<file path="config.mk">
export PLATFORM = sky130hd
export DESIGN_NAME = boot_load_sequencer
export DESIGN_NICKNAME = d
export VERILOG_FILES = /design/src/rtl/boot_seq_pkg.sv /design/src/rtl/boot_init_timer.sv /design/src/rtl/boot_desc_check.sv /design/src/rtl/boot_load_sequencer.sv
export SDC_FILE = /design/constraint.sdc
export NUM_CORES = 1
export LEC_CHECK = 0
export ABC_AREA = 1
export BUFFER_PORTS_ARGS = -buffer_cell sky130_fd_sc_hd__buf_2
export CORE_UTILIZATION = 40
export CTS_CLUSTER_DIAMETER = 100
export DETAILED_ROUTE_END_ITERATION = 16
export GPL_TIMING_DRIVEN = 0
export PLACE_DENSITY_LB_ADDON = 0.2
export SKIP_CTS_REPAIR_TIMING = 1
export SYNTH_ARGS = -nofsm -noshare
export SYNTH_HDL_FRONTEND = slang
export SYNTH_SLANG_ARGS = --single-unit
</file>
<file path="constraint.sdc">
create_clock -name clk -period 3.85 [get_ports clk]
set_input_delay 0.5775 -clock clk [delete_from_list [all_inputs] [get_ports clk]]
set_output_delay 0.5775 -clock clk [all_outputs]
set_load 0.05 [all_outputs]
</file>
<file path="src/rtl/boot_seq_pkg.sv">
package boot_seq_pkg;

  localparam int ADDR_W = 16;
  localparam int NREG   = 4;

  // region windows, index 0 in the low slice; order is the load order
  localparam logic [NREG-1:0][ADDR_W-1:0] WIN_LO =
    {16'hE221, 16'hE080, 16'h2000, 16'h0000};
  localparam logic [NREG-1:0][ADDR_W-1:0] WIN_HI =
    {16'hE24C, 16'hE09B, 16'h2FFF, 16'h0FFF};

  typedef enum logic [2:0] {
    ST_WAIT,
    ST_CLKEN,
    ST_HALT,
    ST_SEL,
    ST_CAP,
    ST_WR,
    ST_RUN,
    ST_IDLE
  } seq_state_t;

endpackage

</file>
<file path="src/rtl/boot_init_timer.sv">
module boot_init_timer #(
  parameter int INIT_CYCLES = 1_000_000
) (
  input  logic clk,
  input  logic rst,
  output logic expired
);
  localparam int CW = $clog2(INIT_CYCLES + 1);

  logic [CW-1:0] cnt;

  always_ff @(posedge clk) begin
    if (rst) begin
      cnt     <= '0;
      expired <= 1'b0;
    end else if (!expired) begin
      if (cnt == CW'(INIT_CYCLES - 1)) expired <= 1'b1;
      else                             cnt     <= cnt + 1'b1;
    end
  end


  tmr_sticky_chk: assert property (@(posedge clk) disable iff (rst)
    expired |=> expired);

endmodule

</file>
<file path="src/rtl/boot_desc_check.sv">
module boot_desc_check
  import boot_seq_pkg::*;
#(
  parameter int CNT_W = 13
) (
  input  logic [NREG-1:0][ADDR_W-1:0] desc_base,
  input  logic [NREG-1:0][CNT_W-1:0]  desc_count,
  output logic [NREG-1:0]             region_ok
);
  for (genvar g = 0; g < NREG; g++) begin : g_reg
    logic [ADDR_W+CNT_W:0] last;
    always_comb begin
      last = (ADDR_W+CNT_W+1)'(desc_base[g]) + (ADDR_W+CNT_W+1)'(desc_count[g])
             - (ADDR_W+CNT_W+1)'(1);
      region_ok[g] = (desc_count[g] != '0)
                  && (desc_base[g] >= WIN_LO[g])
                  && (last <= (ADDR_W+CNT_W+1)'(WIN_HI[g]));
    end
  end
endmodule

</file>
<file path="src/rtl/boot_load_sequencer.sv">
module boot_load_sequencer
  import boot_seq_pkg::*;
#(
  parameter int          DATA_W      = 32,
  parameter int          CNT_W       = 13,
  parameter int          IMG_AW      = 12,
  parameter int          INIT_CYCLES = 1_000_000,
  parameter logic [15:0] CLK_EN_ADDR = 16'hE000,
  parameter logic [31:0] CLK_EN_VAL  = 32'h0000_FFFF,
  parameter logic [15:0] CORE_ADDR   = 16'hE100,
  parameter logic [31:0] RUN_VAL     = 32'h0000_0001
) (
  input  logic                        clk,
  input  logic                        rst,
  input  logic [NREG-1:0][ADDR_W-1:0] desc_base,
  input  logic [NREG-1:0][CNT_W-1:0]  desc_count,
  output logic [IMG_AW-1:0]           img_addr,
  input  logic [DATA_W-1:0]           img_data,
  output logic                        wr_valid,
  input  logic                        wr_ready,
  output logic [ADDR_W-1:0]           wr_addr,
  output logic [DATA_W-1:0]           wr_data,
  output logic                        busy,
  output logic                        done
);
  localparam int IW = $clog2(NREG + 1);

  seq_state_t        state;
  logic [IW-1:0]     idx;
  logic [ADDR_W-1:0] addr_cur;
  logic [CNT_W-1:0]  remain;
  logic [IMG_AW-1:0] img_ptr;
  logic [NREG-1:0]   region_ok;
  logic              tmr_expired;
  logic              accept;

  boot_init_timer #(.INIT_CYCLES(INIT_CYCLES)) u_timer (
    .clk(clk), .rst(rst), .expired(tmr_expired)
  );

  boot_desc_check #(.CNT_W(CNT_W)) u_desc (
    .desc_base(desc_base), .desc_count(desc_count), .region_ok(region_ok)
  );

  assign accept   = wr_valid && wr_ready;
  assign img_addr = img_ptr;

  always_ff @(posedge clk) begin
    if (rst) begin
      state    <= ST_WAIT;
      idx      <= '0;
      addr_cur <= '0;
      remain   <= '0;
      img_ptr  <= '0;
      wr_valid <= 1'b0;
      wr_addr  <= '0;
      wr_data  <= '0;
      busy     <= 1'b1;
      done     <= 1'b0;
    end else begin
      done <= 1'b0;
      case (state)
        ST_WAIT: if (tmr_expired) begin
          wr_valid <= 1'b1;
          wr_addr  <= CLK_EN_ADDR;
          wr_data  <= DATA_W'(CLK_EN_VAL);
          state    <= ST_CLKEN;
        end
        ST_CLKEN: if (accept) begin
          wr_addr <= CORE_ADDR;
          wr_data <= '0;
          state   <= ST_HALT;
        end
        ST_HALT: if (accept) begin
          wr_valid <= 1'b0;
          idx      <= '0;
          state    <= ST_SEL;
        end
        ST_SEL: begin
          if (idx == IW'(NREG)) begin
            wr_valid <= 1'b1;
            wr_addr  <= CORE_ADDR;
            wr_data  <= DATA_W'(RUN_VAL);
            state    <= ST_RUN;
          end else if (!region_ok[idx[IW-2:0]]) begin
            idx <= idx + 1'b1;
          end else begin
            addr_cur <= desc_base[idx[IW-2:0]];
            remain   <= desc_count[idx[IW-2:0]];
            state    <= ST_CAP;
          end
        end
        ST_CAP: begin
          wr_valid <= 1'b1;
          wr_addr  <= addr_cur;
          wr_data  <= img_data;
          img_ptr  <= img_ptr + 1'b1;
          state    <= ST_WR;
        end
        ST_WR: if (accept) begin
          wr_valid <= 1'b0;
          addr_cur <= addr_cur + 1'b1;
          remain   <= remain - 1'b1;
          if (remain == CNT_W'(1)) begin
            idx   <= idx + 1'b1;
            state <= ST_SEL;
          end else begin
            state <= ST_CAP;
          end
        end
        ST_RUN: if (accept) begin
          wr_valid <= 1'b0;
          busy     <= 1'b0;
          done     <= 1'b1;
          state    <= ST_IDLE;
        end
        default: ;
      endcase
    end
  end


  no_early_write_chk: assert property (@(posedge clk) disable iff (rst)
    !tmr_expired |-> !wr_valid);


  hold_stable_chk: assert property (@(posedge clk) disable iff (rst)
    wr_valid && !wr_ready |=> wr_valid && $stable(wr_addr) && $stable(wr_data));


  in_window_chk: assert property (@(posedge clk) disable iff (rst)
    (state == ST_WR) |-> (wr_addr >= WIN_LO[idx[IW-2:0]]) && (wr_addr <= WIN_HI[idx[IW-2:0]]));


  done_pulse_chk: assert property (@(posedge clk) disable iff (rst)
    done |=> !done && !busy);


  done_idle_chk: assert property (@(posedge clk) disable iff (rst)
    done |-> !busy && !wr_valid);

endmodule

</file>
==> flow_summary.yaml <==
outcome:
  outcome: "completed"
worst_hold_path:
  min_from: "img_data[26]"
  hp-class: "input pin to flip-flop"
synth:
  ys_warn_count: 0
  synth-seq-cells: 119
  synth_top_cell_by_area: "dfxtp_1"
  yosys_most_used_dff: "dfxtp_1"
  synth_cell_type_count: 56
  synth_top_cells_by_count: "nand2_1 (539), nor2_1 (222), inv_1 (195)"
  postSynthCellCount: 1871
  yosys-top-cells-area: "dfxtp_1 (22%), nand2_1 (19%), nor2_1 (7.6%)"
  seq_area_frac_synth_pct: 21.8
  yosysMostFrequentCell: "nand2_1"
  syn_area_sq_um: 10900
  async_reset_ff_share_pct: 0
  synth_nets: 2085
  synth-edff-count: 0
  synth_top_area_share_pct: 21.8
  syn_avg_cell_area_sq_um: 5.84
pwr:
  switching_power_mw: 2.84
  power.density_nw_per_um2: 475
  vdd_ir_drop_max_mv: 0.318
  intPower_mw: 3.36
  clkPwrFrac_pct: 26.8
  seqPwrFrac_pct: 25.3
  swShare_pct: 45.8
  leakagePower_nw: 6.41
  p_comb_share_pct: 47.9
clocking:
  clock_path_buffers: 2
  numCtsBuffers: 17
  cts.sinks: 119
  htree_num_levels: 4
  clkSlewWorstSetupHoldPaths_ps: 60
  cts_tree: "built"
  insertion_delay_ps: 420
  cts_root_buffer: "clkbuf_16"
drt:
  ant_nets: 0
  vias: 13200
  drt-total-wl_um: 39500
  wl_per_cell_um: 16.1
  drt-pass1-iter-count: 6
  drc: 0
  drt_iter0_markers: 1150
  vias_per_cell: 5.36
grt:
  busiest_layer: "met2"
  grtUsageMet2_pct: 45.8
  grt_max_degree: 17
  use_met1_pct: 37.2
  grt_pass1_vias: 11800
  grt_pass1_wl_um: 61800
  grt_usage_pct: 27.7
  antenna_found_initial: 2
  overflow: 0
  grt_use_met3_pct: 3.43
timing:
  slew_viol_final: 0
  setup_ws_ps: 461
  worst_slew_margin_rel_pct: 42.3
  final.setup.tns_ps: 0
  finalHoldViolations: 0
  min_period_ps: 3390
  hold_slack_ps: 410
  rsz0062_at_grt: "no"
  setup_viol: 0
  period_share_pct: 88.0
  tightestPinTransition_ps: 862
  fmax_ghz: 0.295
  fin_worst_skew_ps: 10.7
place:
  dp_hpwl_um: 32500
  placed_area_sq_um: 12400
  pre_cts_slack_ps: 66.8
  portBuffers: 212
  routabilityCongestion: 1.01
  place_inst: 2424
critical_path:
  slowest_stage: "clkbuf_1"
  crit_type: "flip-flop to flip-flop"
  worstPathArrival_ps: 3690
  crit_path_max_fanout: 10
  timing.critical_path.from: "idx[0]"
  required_ps: 4150
  crit_chain: "clkbuf_1 -> clkinv_1 -> clkbuf_1 -> clkbuf_2 -> ha_1 -> nand2_1 -> nor2_1 -> nor2_2 -> clkbuf_1 -> nand3_1 -> nand2_1 -> nor2_1"
  path_common_cell: "clkbuf_1"
  timing.rr.start: "idx[0]"
  slowest_delay_ps: 450
  cp-end-kind: "flip-flop"
  cp-start-kind: "flip-flop"
die:
  die_x_um: 167
  dieHeight_um: 167
  coreArea_sq_um: 26900
  initial_utilization_pct: 40.7
  fp-row-count: 60
  die-area_sq_um: 28000
  num_io_pins: 214
final_layout:
  fin_nets: 2316
  design_area_sq_um: 13000
  final_layout_size_suffix_gt1_share_pct: 13.9
  final_cell_count_no_fill: 2458
  syn2layout_area_growth_pct: 19.4
flow_run:
  maxCapViolCount: 0
-- cell type report --
cell class / instances / area, sq um
Clock inverter: 15 / 193
Antenna cell: 2 / 5.00
Timing Repair Buffer: 212 / 1060
Buffer: 61 / 273
Multi-Input combinational cell: 1485 / 7510
Inverter: 206 / 773
Sequential cell: 119 / 2380
Fill cell: 2900 / 13800
Clock buffer: 17 / 425
Tap cell: 341 / 427
-- path summary, 6_finish.rpt --
kind                       end  slack (ps)  depth (start not counted)
hold reg to reg     wr_addr[2]         460                          2
setup reg to reg  addr_cur[12]         460                         12
hold / removal     wr_data[26]         410                          3
setup / recovery  addr_cur[12]         460                         12
-- power groups by stage --
stage | clock, mW | sequential, mW | combinational, mW
finish | 1.66 | 1.57 | 2.97
global route | 1.75 | 1.59 | 3.26
CTS | 1.68 | 1.57 | 2.93
detailed placement | 0 | 1.59 | 2.91
global placement | 0 | 1.59 | 2.88
floorplan | 0 | 1.97 | 1.72
-- layout by cell type, fill, tap and decap left out, types with 5 or more instances in the layout --
master and count:
nand2_2 11, nor4_1 14, a31oi_1 19, nor3b_1 5
o21ai_0 115, nand3b_1 17, buf_6 5, nand4_1 30
clkinv_4 5, nor3_1 37, xor2_1 24, o211ai_1 6
nand3_1 144, ha_1 59, nor2_1 221, xnor2_1 9
a21oi_1 156, nand2_1 539, nand3_2 5, buf_2 216
inv_2 8, o22ai_1 7, inv_1 195, o21bai_1 7
nor2_2 6, dfxtp_1 119, clkbuf_16 17, clkbuf_1 50
-- sequential cells by signal, indices dropped and copies added, names as in the netlist --
name and flops:
img_addr 12, busy 1, u_timer.expired 1, state 3
u_timer.cnt 20, wr_addr 16, done 1, wr_valid 1
wr_data 32, remain 13, idx 3, addr_cur 16
-- layer usage --
layer	part of all wire, %	vias up
li1	-	6662
met1	46	5998
met2	46	457
met3	5.9	65
met4	2.6	0
met5	0	-
-- logic make-up (layout without fill, tap and decap cells) --
| kind of cell | count (synthesis) | in the layout | share of synthesized area (%) |
|---|---|---|---|
| and+or+nand+nor | 1045 | 1045 | 40.9 |
| adders and majority gates | 63 | 63 | 7.49 |
| other | 0 | 2 | 0 |
| buffers and inverters | 267 | 511 | 9.56 |
| DFF | 119 | 119 | 21.8 |
| muxes | 2 | 2 | 0.183 |
| xor gates and xnor gates | 33 | 33 | 2.64 |
| AOI/OAI and AO/OA | 342 | 342 | 17.4 |
-- through the flow --
step | util (%) | total power, mW
2_1_floorplan | - | 3.69
3_3_place_gp | 46.2 | 4.47
3_5_place_dp | 46.2 | 4.50
4_1_cts | 48.5 | 6.18
5_1_grt | 48.5 | 6.61
6_report | 48.5 | 6.20
-- critical path, delay by kind of cell (launching register included) --
kind | cells | cell delay, ps
flops | 1 | 330
simple gates | 6 | 840
buf+inv | 5 | 1840
fa+ha+maj | 1 | 260
(Power assumes the default switching activity.)
